**config.mk**
```make
export PLATFORM = sky130hd
export DESIGN_NAME = irq_chain_ctl
export DESIGN_NICKNAME = d
export VERILOG_FILES = /design/src/rtl/irq_chain_pkg.sv /design/src/rtl/irq_prio_pick.sv /design/src/rtl/irq_svc_track.sv /design/src/rtl/irq_ack_ctl.sv /design/src/rtl/irq_vec_fmt.sv /design/src/rtl/irq_chain_ctl.sv
export SDC_FILE = /design/constraint.sdc
export NUM_CORES = 1
export LEC_CHECK = 0
export CAP_MARGIN = 10
export CORE_UTILIZATION = 64
export CTS_BUF_LIST = sky130_fd_sc_hd__clkbuf_8
export DETAILED_ROUTE_END_ITERATION = 16
export DONT_BUFFER_PORTS = 1
export PLACE_DENSITY_LB_ADDON = 0.1
export SLEW_MARGIN = 20
export SYNTH_ARGS = -nofsm -noshare
export SYNTH_HDL_FRONTEND = slang
export SYNTH_HIERARCHICAL = 1
export SYNTH_SLANG_ARGS = --single-unit
```
**constraint.sdc**
```tcl
create_clock -name clk -period 2.3 [get_ports clk]
set_clock_uncertainty 0.05 [all_clocks]
set_input_delay 0.46 -clock clk [delete_from_list [all_inputs] [get_ports clk]]
set_output_delay 0.46 -clock clk [all_outputs]
set_load 0.02 [all_outputs]
```
**src/rtl/irq_chain_pkg.sv**
```systemverilog
// Package: shared constants for the interrupt daisy-chain controller.
// Assumes source index = kind * N_CH + channel, so index order is priority order.
package irq_chain_pkg;

    // Number of source kinds per channel.
    localparam int N_KINDS = 3;

    // Source kinds in priority order (lower value ranks higher).
    typedef enum logic [1:0] {
        KIND_RX  = 2'd0,
        KIND_TX  = 2'd1,
        KIND_EXT = 2'd2
    } src_kind_e;

    // Flat source index for a kind and a channel.
    function automatic int src_index(src_kind_e kind, int ch, int n_ch);
        return int'(kind) * n_ch + ch;
    endfunction

endpackage

```
**src/rtl/irq_prio_pick.sv**
```systemverilog
// Module: lowest-index-wins priority picker.
// Returns the lowest set bit as one-hot and as a binary index, plus an any flag.
// Assumes IW is wide enough to hold W-1.
module irq_prio_pick #(
    parameter int W  = 6,
    parameter int IW = 3
) (
    input  logic [W-1:0]  req,
    output logic [W-1:0]  win_oh,
    output logic [IW-1:0] win_idx,
    output logic          any
);
    localparam logic [W-1:0] ONE = W'(1);

    // Isolate the lowest set bit.
    always_comb win_oh = req & (~req + ONE);

    // Encode the lowest set bit; the last hit in a descending scan wins.
    always_comb begin
        win_idx = '0;
        for (int i = W - 1; i >= 0; i--) begin
            if (req[i]) win_idx = IW'(i);
        end
    end

    // Flag any request.
    always_comb any = |req;

endmodule

```
**src/rtl/irq_svc_track.sv**
```systemverilog
// Module: under-service tracker.
// Holds one in-service bit per source, sets the acknowledged winner, clears the
// highest-priority in-service bit on command, and produces the mask of sources
// that outrank everything in service. Assumes set_oh is one-hot or zero.
module irq_svc_track #(
    parameter int W = 6
) (
    input  logic         clk,
    input  logic         rst_n,
    input  logic [W-1:0] set_oh,
    input  logic         clr,
    output logic [W-1:0] outrank,
    output logic         any_svc
);
    localparam logic [W-1:0] ONE = W'(1);

    logic [W-1:0] svc_q;
    logic [W-1:0] top_oh;

    // Highest-priority in-service source, one-hot.
    always_comb top_oh = svc_q & (~svc_q + ONE);

    // Bits strictly below the top in-service bit; all ones when none in service.
    always_comb outrank = top_oh - ONE;

    // Any source in service.
    always_comb any_svc = |svc_q;

    // In-service register: clear the top bit on command, then add the winner.
    always_ff @(posedge clk) begin
        if (!rst_n) begin
            svc_q <= '0;
        end else begin
            svc_q <= (svc_q & ~(clr ? top_oh : '0)) | set_oh;
        end
    end

    // at most one source enters service per edge.
    a_r7_single_entry: assert property (@(posedge clk) disable iff (!rst_n)
        $onehot0(set_oh));

    // a lone clear removes exactly one in-service bit.
    a_r8_clear_drops_one: assert property (@(posedge clk) disable iff (!rst_n)
        (clr && set_oh == '0 && svc_q != '0)
        |=> ($countones(svc_q) == $past($countones(svc_q)) - 1));

endmodule

```
**src/rtl/irq_ack_ctl.sv**
```systemverilog
// Module: acknowledge cycle control.
// Samples the acknowledge strobe on the clock, freezes eligible requests at the
// start of the cycle, and emits a one-shot take strobe when this device wins
// and read is low. Assumes ack_n and rd_n are already synchronous to clk.
module irq_ack_ctl #(
    parameter int W = 6
) (
    input  logic         clk,
    input  logic         rst_n,
    input  logic         ack_n,
    input  logic         rd_n,
    input  logic         ien,
    input  logic [W-1:0] elig,
    output logic         ack_act,
    output logic [W-1:0] frz,
    output logic         take
);
    logic taken_q;

    // Winner takes service once, on the first read-low edge of the cycle.
    always_comb take = ack_act & ien & (|frz) & ~rd_n & ~taken_q;

    // Acknowledge state: enter and freeze on first low sample, leave on high.
    always_ff @(posedge clk) begin
        if (!rst_n) begin
            ack_act <= 1'b0;
            frz     <= '0;
            taken_q <= 1'b0;
        end else if (ack_n) begin
            ack_act <= 1'b0;
            frz     <= '0;
            taken_q <= 1'b0;
        end else begin
            if (!ack_act) begin
                ack_act <= 1'b1;
                frz     <= elig;
            end
            if (take) taken_q <= 1'b1;
        end
    end

    // the frozen set holds for the whole acknowledge cycle.
    a_r3_frozen_stable: assert property (@(posedge clk) disable iff (!rst_n)
        (ack_act && $past(ack_act)) |-> $stable(frz));

    // the take strobe never fires on two consecutive edges.
    a_r7_take_once: assert property (@(posedge clk) disable iff (!rst_n)
        take |=> !take);

endmodule

```
**src/rtl/irq_vec_fmt.sv**
```systemverilog
// Module: vector formatter.
// Optionally replaces the low bits of the base vector with the winner index.
// A generate branch covers an index as wide as the vector or wider.
module irq_vec_fmt #(
    parameter int DW = 8,
    parameter int IW = 3
) (
    input  logic [DW-1:0] base,
    input  logic          mod_en,
    input  logic [IW-1:0] idx,
    output logic [DW-1:0] vec
);
    if (IW < DW) begin : g_merge
        // Keep the upper base bits, put the index in the low bits.
        always_comb vec = mod_en ? {base[DW-1:IW], idx} : base;
    end else begin : g_full
        // Index fills the vector completely.
        always_comb vec = mod_en ? idx[DW-1:0] : base;
    end

endmodule

```
**src/rtl/irq_chain_ctl.sv**
```systemverilog
// Module: interrupt daisy-chain controller (top).
// Gathers enabled requests, masks those not outranking an in-service source,
// drives the open-drain request, gates the chain enable, and answers the
// acknowledge cycle with a vector. Assumes ack_n, rd_n and ien are synchronous.
module irq_chain_ctl #(
    parameter int N_CH = 2,
    parameter int DW   = 8,
    localparam int N_SRC = irq_chain_pkg::N_KINDS * N_CH,
    localparam int IDX_W = (N_SRC > 1) ? $clog2(N_SRC) : 1
) (
    input  logic             clk,
    input  logic             rst_n,
    input  logic [N_SRC-1:0] src_req,
    input  logic [N_SRC-1:0] src_en,
    input  logic [DW-1:0]    vec_base,
    input  logic             vec_mod_en,
    input  logic             svc_clr,
    input  logic             ack_n,
    input  logic             rd_n,
    input  logic             ien,
    output logic             ieo,
    output logic             irq_n,
    output logic [DW-1:0]    d_out,
    output logic             d_oe
);
    logic [N_SRC-1:0] pend;
    logic [N_SRC-1:0] elig;
    logic [N_SRC-1:0] outrank;
    logic             any_svc;
    logic             ack_act;
    logic [N_SRC-1:0] frz;
    logic             take;
    logic [N_SRC-1:0] win_oh;
    logic [IDX_W-1:0] win_idx;
    logic             frz_any;
    logic [DW-1:0]    vec;

    // Enabled requests, then only those outranking every in-service source.
    always_comb pend = src_req & src_en;
    always_comb elig = pend & outrank;

    irq_svc_track #(.W(N_SRC)) u_svc (
        .clk     (clk),
        .rst_n   (rst_n),
        .set_oh  (take ? win_oh : '0),
        .clr     (svc_clr),
        .outrank (outrank),
        .any_svc (any_svc)
    );

    irq_ack_ctl #(.W(N_SRC)) u_ack (
        .clk     (clk),
        .rst_n   (rst_n),
        .ack_n   (ack_n),
        .rd_n    (rd_n),
        .ien     (ien),
        .elig    (elig),
        .ack_act (ack_act),
        .frz     (frz),
        .take    (take)
    );

    irq_prio_pick #(.W(N_SRC), .IW(IDX_W)) u_pick (
        .req     (frz),
        .win_oh  (win_oh),
        .win_idx (win_idx),
        .any     (frz_any)
    );

    irq_vec_fmt #(.DW(DW), .IW(IDX_W)) u_vec (
        .base   (vec_base),
        .mod_en (vec_mod_en),
        .idx    (win_idx),
        .vec    (vec)
    );

    // Open-drain request: pull low while any eligible request exists.
    always_comb irq_n = ~|elig;

    // Chain pass-through: blocked while in service or holding a frozen request.
    always_comb ieo = ien & ~any_svc & ~(ack_act & frz_any);

    // Vector drive while this device wins the acknowledge cycle and read is low.
    always_comb d_oe = ack_act & ien & frz_any & ~rd_n;
    always_comb d_out = d_oe ? vec : '0;

    // a low chain input always blocks the chain output.
    a_r2_ieo_needs_ien: assert property (@(posedge clk) disable iff (!rst_n)
        !ien |-> !ieo);

    // a device driving its vector holds the chain closed.
    a_r5_owner_blocks_chain: assert property (@(posedge clk) disable iff (!rst_n)
        d_oe |-> !ieo);

    // an enabled request with nothing in service raises the interrupt.
    a_r1_pending_raises: assert property (@(posedge clk) disable iff (!rst_n)
        (pend != '0 && !any_svc) |-> !irq_n);

    // a source that enters service closes the chain on the next cycle.
    a_r7_service_closes_chain: assert property (@(posedge clk) disable iff (!rst_n)
        (take && !svc_clr) |=> !ieo);

endmodule

```
==> impl_metrics.toml <==
[logic_synthesis]
netlist_area_um2 = 928
async_reset_ff_share_pct = 0
seq_area_frac_synth_pct = 30.2
synthCells = 112
synth_enable_flop_cells = 0
synth.area.top_cells = "dfxtp_1, and2_1, nor2_1, mux2i_1, buf_4"
yosysTopAreaCell = "dfxtp_1"
synth.most_common_cell = "nor2_1"
synthTopCellsByCount = "nor2_1, and2_1, dfxtp_1"
synth_nets = 139
ys.flop_type = "dfxtp_1"
synth-seq-cells = 14
synth_cell_types = 31
yosys_warnings = 6
yosysTopAreaCellShare_pct = 30.2
avgSynthCellArea_um2 = 8.29

[clock_tree]
cts_max_path_buffers = 2
cts.sinks = 14
insertion_delay_ns = 0.24
holdBufCountCts = 0
clockRootBuffer = "clkbuf_8"
clkTransAtPathRegs_ns = 0.06
cts_tree = "done"
htree_levels = 1
numCtsBuffers = 3

[floorplan]
core_area_um2 = 1320
fp-row-count = 13
initial_core_util_pct = 70.5
io_pins = 38
die_h_um = 40.1
dieArea_um2 = 1610
die_x_um = 40.1

[detailed_routing]
vias_per_cell = 5.99
drtIter0Drc = 23
drc = 0
drtAntennaViolNets = 0
routed_wl_mm = 1.90
firstDrtPassIters = 4
wl_per_cell_um = 15.1
routed-via-count = 755

[final_layout]
final.fill_count = 101
fin_area_um2 = 991
area_growth_pct = 6.74
regArea_um2 = 287
fin_nets = 139
drive_above_1_share_pct = 24.3
num_antenna_cells = 0
multi_input_area_um2 = 589

[outcome]
status = "complete, no violations"

[placed_design]
dp_hpwl_mm = 1.42
gp_congestion = 0.855
io_buffers = 0
dpl_cell_area_um2 = 905

[worst_setup_path]
crit_arrival_ns = 1.71
ff2ff_setup_slack_ns = 0.51
end_kind = "output port"
r2r-end = "u_svc/svc_q[5]"
reg2reg_from = "u_ack/frz[2]"
worst-setup-path-type = "reg -> out"
critPathLaunchType = "register"
critPathRequiredTime_ns = 1.79
critPathMaxFanout = 9
ff2ff_path_depth = 6

[global_routing]
grt_pass1_vias = 585
grt.overflow.total = 0
grt_max_degree = 10
antenna_found_initial = 0
grt_use_total_pct = 25.3
grt_pass1_wl_mm = 2.57

[power_and_ir_drop]
max-vdd-ir-drop_uv = 446
switching_share_pct = 22.1
p_int_w = 0.000428
power_frac_seq_pct = 45.6
power.switching_w = 0.000122
leakagePower_nw = 0.399
p_per_area_nw_per_um2 = 555
power_frac_comb_pct = 11.2
p_clk_share_pct = 43.3

[run]
maxCapViolations = 0

[sta]
slew_headroom_pct = 55.7
drv_slew = 0
min_period_ns = 2.22
setup_viol = 0
tightest_slew_ns = 0.658
finalCritPeriodShare_pct = 96.5
fmax_mhz = 451
hold_viol = 0
rsz0062_at_grt = "false"
tns_ns = 0

[min_path]
holdCritStartpoint = "svc_clr"
min_path_cells = 1
hold_class = "in -> reg"
hold_end = "u_svc/svc_q[3]"
how the worst max path moves through the flow:
stage / startpoint / end / cells after the start
after floorplan: u_ack/frz[0] / d_out[0] / 5
after global placement: u_ack/frz[1] / d_out[1] / 5
after detailed placement: u_ack/frz[1] / d_out[4] / 5
after CTS: u_ack/frz[2] / d_out[5] / 5
after global routing: u_ack/frz[1] / d_out[6] / 5
final: u_ack/frz[1] / d_out[6] / 5
power by group through the flow:
stage	Clock (W)	Sequential [W]	Combinational, W
after floorplan	0	0.000256	0.0000572
after global placement	0	0.000256	0.0000577
after detailed placement	0	0.000257	0.0000586
after CTS	0.000245	0.000251	0.0000601
after global routing	0.000254	0.000251	0.0000660
final	0.000238	0.000251	0.0000614
logic make-up (layout without fill, tap and decap cells):
kind of cell / after synthesis / count (layout) / share of synthesized area (%)
simple gates: 61 / 62 / 41.6
buf+inv: 15 / 13 / 9.03
flops: 14 / 14 / 30.2
compound gates: 13 / 13 / 9.03
mux: 9 / 9 / 10.1
per-stage QoR:
step           total power (W)  hold slack (ns)  cells  utilization [%]  setup WS [ns]
2_1_floorplan         0.000313            0.383    112                -          0.321
6_report              0.000550            0.260    126             75.2         0.0810
5_1_grt               0.000571            0.251    126             75.2         0.0252
3_3_place_gp          0.000314            0.396    121             68.7          0.272
4_1_cts               0.000557            0.252    126             74.4         0.0118
3_5_place_dp          0.000315            0.402    121             68.7          0.206
cells in the final DEF (no fill, tap or decap), types with 2 or more instances in the layout:
cell type,synthesis,routed
and3_1,7,7
mux2i_1,6,6
mux2_2,3,3
buf_4,7,2
nor2_1,18,18
clkbuf_8,0,4
or4_4,2,2
or3_1,2,2
a31oi_1,3,3
nor3_1,2,2
inv_1,7,7
dfxtp_1,14,11
and2_1,14,9
nand2b_1,3,3
and2_4,0,5
nor4_1,2,2
nor3b_1,2,2
dfxtp_2,0,2
o21ai_0,4,4
o21a_1,2,2
cell type report:
class	instances	share of cell area, %
multi-input cells	84	59.5
well taps	15	1.89
repair buffers	2	1.52
flip-flops and latches	14	28.9
inverters	7	2.65
clock buffers	4	5.56
what timing repair did:
action	in CTS	in global routing
resized for setup	6	8
gates cloned	1	0
buffers inserted	0	0
setup endpoints to repair	8	5
pin swaps	1	2
hold endpoints to repair	0	0
critical path, stage by stage, from the launching register on:
cell and delay [ns]:
dfxtp_4 0.37, or4_4 0.53, nand2b_4 0.15, nand2_2 0.11, nor3b_2 0.07, and2_1 0.23
flip-flops by register name (all words and copies together) (netlist names):
| name | flops |
|---|---|
| u_ack/frz | 6 |
| u_svc/svc_q | 6 |
| u_ack/ack_act | 1 |
| u_ack/taken_q | 1 |
routing by layer:
| layer | vias up | share of wire (%) | global-route usage (%) | routed length [µm] |
|---|---|---|---|---|
| met5 | - | 0 | 0 | 0 |
| met4 | 0 | 0.95 | 15.5 | 18 |
| met3 | 4 | 5.3 | 3.33 | 100 |
| met2 | 27 | 48 | 38.7 | 915 |
| met1 | 346 | 46 | 33.1 | 869 |
| li1 | 378 | - | - | - |
(Power assumes the default switching activity.)
